--- config.mk ---
export PLATFORM = sky130hd
export DESIGN_NAME = gcd_euclid_unit
export DESIGN_NICKNAME = d
export VERILOG_FILES = /design/src/rtl/gcd_euclid_unit.sv
export SDC_FILE = /design/constraint.sdc
export NUM_CORES = 1
export LEC_CHECK = 0
export ABC_AREA = 1
export BUFFER_PORTS_ARGS = -buffer_cell sky130_fd_sc_hd__buf_2
export CORE_UTILIZATION = 50
export DETAILED_ROUTE_END_ITERATION = 12
export PLACE_DENSITY = 0.77
export SETUP_SLACK_MARGIN = 0.15
export SYNTH_ARGS = -nofsm -noshare
export SYNTH_HDL_FRONTEND = slang
export SYNTH_SLANG_ARGS = --single-unit
--- constraint.sdc ---
create_clock -name clk -period 2.5 [get_ports clk]
set_input_delay 0 -clock clk [delete_from_list [all_inputs] [get_ports clk]]
set_output_delay 0 -clock clk [all_outputs]
set_load 0.005 [all_outputs]
--- src/rtl/gcd_euclid_unit.sv ---
module gcd_euclid_unit #(
  parameter int WIDTH = 16
) (
  input  logic             clk,
  input  logic             rst_n,
  input  logic             in_valid,
  output logic             in_ready,
  input  logic [WIDTH-1:0] in_a,
  input  logic [WIDTH-1:0] in_b,
  output logic             out_valid,
  input  logic             out_ready,
  output logic [WIDTH-1:0] out_gcd
);

  typedef enum logic [1:0] {S_IDLE, S_CALC, S_DONE} state_t;
  typedef enum logic [1:0] {AS_IN, AS_SWAP, AS_DIFF} asel_t;
  typedef enum logic       {BS_IN, BS_SWAP} bsel_t;

  state_t state_q, state_d;
  asel_t  a_sel;
  bsel_t  b_sel;
  logic   a_en, b_en;
  logic [WIDTH-1:0] a_q, b_q, a_nxt, b_nxt, diff;
  logic   a_lt_b, b_is_zero;

  assign diff      = a_q - b_q;
  assign a_lt_b    = a_q < b_q;
  assign b_is_zero = b_q == '0;

  always_comb begin
    case (a_sel)
      AS_SWAP: a_nxt = b_q;
      AS_DIFF: a_nxt = diff;
      default: a_nxt = in_a;
    endcase
  end

  assign b_nxt = (b_sel == BS_SWAP) ? a_q : in_b;

  always_ff @(posedge clk or negedge rst_n) begin
    if (!rst_n) begin
      a_q <= '0;
      b_q <= '0;
    end else begin
      if (a_en) a_q <= a_nxt;
      if (b_en) b_q <= b_nxt;
    end
  end

  always_comb begin
    state_d = state_q;
    a_sel   = AS_IN;
    b_sel   = BS_IN;
    a_en    = 1'b0;
    b_en    = 1'b0;
    case (state_q)
      S_IDLE: if (in_valid) begin
        a_en    = 1'b1;
        b_en    = 1'b1;
        state_d = S_CALC;
      end
      S_CALC: if (a_lt_b) begin
        a_sel = AS_SWAP;
        b_sel = BS_SWAP;
        a_en  = 1'b1;
        b_en  = 1'b1;
      end else if (!b_is_zero) begin
        a_sel = AS_DIFF;
        a_en  = 1'b1;
      end else begin
        state_d = S_DONE;
      end
      S_DONE: if (out_ready) state_d = S_IDLE;
      default: state_d = S_IDLE;
    endcase
  end

  always_ff @(posedge clk or negedge rst_n) begin
    if (!rst_n) state_q <= S_IDLE;
    else        state_q <= state_d;
  end

  assign in_ready  = state_q == S_IDLE;
  assign out_valid = state_q == S_DONE;
  assign out_gcd   = a_q;

endmodule

==> impl_metrics.ini, run 1 <==
[detailed_routing]
via_per_inst = 5.51
post-route-drc-count = 0
wl_per_cell_um = 15.0
wl_um = 9170
wl_met2_um = 4240
drtAntennaViolNets = 0
vias = 3370
drtIter0Drc = 408
top_layer_used = met4
first_pass_iters = 5
met3_length_um = 705
met1_length_um = 4000

[setup_path]
r2r_slack_ns = 0.16
worst-path-stages = 13
r2r_cells = 13
crit_buf_inv = 2
crit_fanout = 8
cp_slowest_cell = dfrtp_1
required_ns = 2.69
cp.arrival_ns = 2.53
crit_chain = ha_4 -> fa_2 -> inv_2 -> nand3_1 -> nand3_2 -> nand2_2 -> nand2_2 -> nand2_4 -> nand3_4 -> nand3_4 -> clkbuf_16 -> nand2_1 -> nand2_1
worst_setup_path_start_kind = flop
path_class = flop to flop
rr_endpoint = out_gcd[1]
critPathCaptureType = flop
critical-path-top-delay-family = simple AND/OR/NAND/NOR gates
rr_startpoint = b_q[0]
cpPeakStageDelay_ns = 0.43

[global_routing]
grt_pass1_vias = 3000
grt_util_all_layers_pct = 29.5
grt_overflow = 0
antenna_found_initial = 0
grt_max_degree = 35
grt_pass1_wl_um = 14300

[timing]
clock_skew_ns = 0.00517
period_share_pct = 93.4
relSlewSlack_pct = 46.7
hold_violations = 0
fin_crit_ns = 2.34
fmax_mhz = 428
worst_slew_pin_slew_ns = 0.799
rsz0062_at_grt = no
setup-violations-final = 0
finalMaxSlewViolations = 0
setup_tns_ns = 0

[synthesis]
synth_xor_area_share_pct = 1.17
synth_nets = 514
yosysTopAreaCellShare_pct = 28.4
ys_ff_latch = 34
synth_top_family_by_area = simple AND/OR/NAND/NOR gates
synth-edff-count = 0
yosysTopAreaCell = dfrtp_1
yosys_warnings = 0
synth-simple-area-share_pct = 43.0
asyncSetResetFlopFracSynth_pct = 100
synth_ff_type = dfrtp_1
synthTopCellsByArea = dfrtp_1, nand2_1, nand3_1
synthAdderAreaFrac_pct = 7.35
synth_common_cells = nand2_1, inv_1, nand3_1
syn-cell-area_sq_mm = 0.00300
synthDistinctLibCells = 29
yosysSeqAreaShare_pct = 28.4
synth-compound-area-share_pct = 8.18
synth_mux_area_share_pct = 0
syn_avg_cell_area_sq_um = 6.50
synth_cells = 461
synth.most_common_cell = nand2_1

[placed_design]
port_buffers = 53
place_congestion = 0.922
dp.final_hpwl_um = 6180

[die]
io_pins = 54
die_h_um = 79.4
initial_core_util_pct = 53.1
core_area_sq_mm = 0.00564
die_area_sq_mm = 0.00631
rows = 27
die_w_um = 79.4

[run_status]
run_status = finished, final reports clean

[clock_tree]
cts_num_sinks = 34
cts_tree = done
cts_buffers = 5
cts_max_path_buffers = 2
root_buffer = clkbuf_8
htree_levels = 2
clk_latency_ns = 0.29
path_clk_slew_ns = 0.08

[hold_path]
worstHoldPathCells = 5
hold_class = input pin to flop
min_from = in_a[5]
min_to = out_gcd[5]

[flow_run]
cap_violations = 0

[cells_and_area]
drive_gt1_share_pct = 21.5
area_growth_pct = 25.7
nFillCells = 474
n_antenna_cell = 0
final_net_count = 592
[metrics by stage]
step | hold slack, ns | cells | setup slack [ns] | utilization [%] | instance area, sq um
2_1_floorplan | -0.296 | 461 | 0.321 | - | 3000
3_3_place_gp | 0.125 | 578 | 0.151 | 58.7 | 3310
5_1_grt | 0.0613 | 612 | 0.0919 | 66.8 | 3770
6_report | 0.0356 | 612 | 0.164 | 66.8 | 3770
4_1_cts | 0.0417 | 604 | 0.127 | 63.7 | 3590
3_5_place_dp | 0.135 | 578 | 0.0808 | 58.7 | 3310
[layout make-up]
type	instances	area, sq um	share of cell area (%)
Multi-Input combinational cell	340	1850	49.2
Clock inverter	1	5.00	0.133
Tap cell	72	90.1	2.39
Timing Repair Buffer	85	592	15.7
Sequential cell	34	851	22.6
Inverter	73	289	7.67
Clock buffer	7	86.3	2.29
[flip-flops by register name, summed over array words and instances, names as in the netlist]
name and cells:
b_q 16, out_gcd 16, state_q 2
[kinds of logic after synthesis]
kind of cell               Yosys count
AOI/OAI and AO/OA                   29
xor gates and xnor gates             4
adders and majority gates           17
buffers and inverters               87
DFF                                 34
and+or+nand+nor                    290
[worst register-to-register path, cell delays in order, from the launching register on]
cell       delay [ns]
dfrtp_1          0.43
ha_4             0.19
fa_2             0.39
inv_2            0.07
nand3_1          0.08
nand3_2          0.10
nand2_2          0.08
nand2_2          0.11
nand2_4          0.08
nand3_4          0.18
nand3_4          0.17
clkbuf_16        0.23
nand2_1          0.06
nand2_1          0.05
[layout by cell type, fill, tap and decap left out, types with 2 or more instances in the layout]
cell type        n
inv_8            2
nand2_2          5
nand3_2          8
nand4_1          7
nand2_1        182
nand3b_1         2
buf_4           10
buf_2           53
nand2_4          2
inv_2            6
o211ai_2        10
dfrtp_1         34
a21oi_1          9
inv_1           65
nor2_1          12
o211ai_1         7
clkbuf_8         6
dlygate4sd3_1   18
ha_1            14
nand3_1         65
nand3_4          2
xor2_1           3
nor3_1           2
a21oi_4          2
[how the worst max path moves through the flow]
stage | start | to
2_1_floorplan | out_gcd[0] | out_gcd[3]
3_3_place_gp | out_gcd[0] | out_gcd[9]
3_5_place_dp | out_gcd[0] | out_gcd[9]
4_1_cts | out_gcd[0] | out_gcd[2]
5_1_grt | b_q[0] | out_gcd[13]
6_report | b_q[0] | out_gcd[1]
[routing by layer]
layer	vias to the layer above	track usage, %
met5	-	0
met4	0	8.18
met3	31	4.91
met2	192	46.7
met1	1524	41.3
li1	1623	-
[what timing repair did]
action                     CTS  global route
setup buffers                0             7
hold endpoints to repair    51             0
cloned                       0             1
hold buffers                18             0
setup endpoints to repair   23            34
pin swaps                    0             6
resized for setup            3            26
Power of run 1 is not shown: default switching activity piles up to over one toggle a cycle in this logic, so the estimate is an artifact.
==> inputs of run 2 (changes only) <==
--- a/config.mk
+++ b/config.mk
@@ -7,9 +7,12 @@
 export LEC_CHECK = 0
 export ABC_AREA = 1
 export BUFFER_PORTS_ARGS = -buffer_cell sky130_fd_sc_hd__buf_2
-export CORE_UTILIZATION = 50
+export CELL_PAD_IN_SITES_DETAIL_PLACEMENT = 1
+export CELL_PAD_IN_SITES_GLOBAL_PLACEMENT = 2
+export CORE_UTILIZATION = 30
 export DETAILED_ROUTE_END_ITERATION = 12
-export PLACE_DENSITY = 0.77
+export PLACE_DENSITY = 0.84
+export REMOVE_ABC_BUFFERS = 1
 export SETUP_SLACK_MARGIN = 0.15
 export SYNTH_ARGS = -nofsm -noshare
 export SYNTH_HDL_FRONTEND = slang
==> run 2 against run 1 <==
Net effect:
- non-clock buffer count increased by 2
- first-iteration DRC count shrank 64%
- die area is 65% higher
- critical path type unchanged
==> impl_metrics.ini, run 2 (synthesized netlist as in run 1, its figures left out) <==
[cells_and_area]
fin_area_sq_mm = 0.00388
final_cell_mix = nand2_1, inv_1, nand3_1
layout_commonest_cell = nand2_1
final_net_count = 594
area_growth_pct = 29.6
n_antenna_cell = 0
drive_gt1_share_pct = 22.9
final_cells = 675
nFillCells = 1306

[timing]
fin_crit_ns = 2.28
setup-violations-final = 0
finalMaxSlewViolations = 0
setup_tns_ns = 0
fmax_mhz = 438
clock_skew_ns = 0.00611
hold_violations = 0
rsz0062_at_grt = yes
setup_slack_ns = 0.217
worst_slew_pin_slew_ns = 0.845
relSlewSlack_pct = 43.7
period_share_pct = 91.3

[placed_design]
dp.cells = 642
dp_slack_ns = 0.00656
place_area_sq_mm = 0.00341
port_buffers = 53
dp.final_hpwl_um = 7800
place_congestion = 0.831

[setup_path]
r2r_slack_ns = 0.22
crit_buf_inv = 2
crit_fanout = 8
worst_setup_path_start_kind = flop
critical-path-top-delay-family = simple AND/OR/NAND/NOR gates
critPathCaptureType = flop
cpPeakStageDelay_ns = 0.44
crit_chain = ha_4 -> fa_2 -> inv_2 -> nand3_2 -> nand3_2 -> nand2_2 -> nand2_4 -> nand2_4 -> nand3_4 -> nand3_4 -> clkbuf_16 -> nand2_1 -> nand2_1
path_class = flop to flop
required_ns = 2.69
cp.arrival_ns = 2.48
cp_slowest_cell = dfrtp_1
rr_startpoint = b_q[0]
rr_endpoint = out_gcd[2]
r2r_cells = 13

[die]
initial_core_util_pct = 30.8
die_w_um = 102
rows = 36
die_area_sq_mm = 0.0104
io_pins = 54
core_area_sq_mm = 0.00973
die_h_um = 102

[hold_path]
worstHoldPathCells = 5
hold_class = input pin to flop
min_to = out_gcd[0]
min_from = in_a[0]

[clock_tree]
cts_max_path_buffers = 2
path_clk_slew_ns = 0.08
cts_num_sinks = 34
cts_tree = done
clk_latency_ns = 0.30
cts_buffers = 5
htree_levels = 2
root_buffer = clkbuf_8

[global_routing]
grt_util_all_layers_pct = 21.5
grtUsageMet2_pct = 37.0
met3_usage_pct = 2.12
grt_max_degree = 35
grt_pass1_wl_um = 16900
grt_util_met1_pct = 29.4
antenna_found_initial = 0
grt_pass1_vias = 3282
busiest_layer = met2
grt_overflow = 0

[detailed_routing]
drtIter0Drc = 145
wl_um = 10700
first_pass_iters = 4
post-route-drc-count = 0
wl_per_cell_um = 15.9
vias = 3313
drtAntennaViolNets = 0
via_per_inst = 4.91

[flow_run]
cap_violations = 0

[run_status]
run_status = finished, final reports clean
## run 2: cell count changes in the layout (fill, tap and decap cells not counted), sizes merged
cell | previous run | this run
buf | 66 | 68
## run 2: area by class of cell
cell class,instances,area (sq um),share of cell area [%]
clock buffer,7,86.3,2.22
timing repair buffer,87,596,15.3
inverter,73,289,7.44
sequential,34,851,21.9
tap,133,166,4.28
multi-input combinational,340,1890,48.7
clock inverter,1,5.00,0.129
## run 2: metrics by stage
step | hold WS, ns | utilization [%]
after floorplan | -0.296 | -
after global placement | 0.142 | 35.1
after detailed placement | 0.161 | 35.1
after CTS | 0.0327 | 38.3
after global routing | 0.0511 | 39.9
final | 0.0331 | 39.9
## run 2: timing repair
action,in CTS,in global routing
endpoints found under the hold margin,51,0
hold buffers,18,0
setup buffers,0,6
gates cloned,0,1
pin swaps,0,5
setup endpoints to repair,32,33
resized for setup,12,22
## run 2: worst min-delay path, stage by stage
cell     delay (ns)
buf_2          0.09
nand3_2        0.06
nand3_1        0.06
nand2_1        0.04
nand2_1        0.05
## run 2: per-layer routing
metal  up-vias  wire [um]
li1       1624          -
met2        46       5170
met3         9        262
met4         0        120
met5         -          0
met1      1634       5170
## run 2: worst max-delay path by stage
stage,startpoint,to,depth (start not counted)
final,b_q[0],out_gcd[2],13
after global routing,out_gcd[0],out_gcd[13],14
after CTS,b_q[10],out_gcd[11],13
after detailed placement,out_gcd[0],b_q[1],12
after global placement,out_gcd[0],b_q[3],12
after floorplan,out_gcd[0],out_gcd[0],14
Power of run 2 is left out for the same reason.
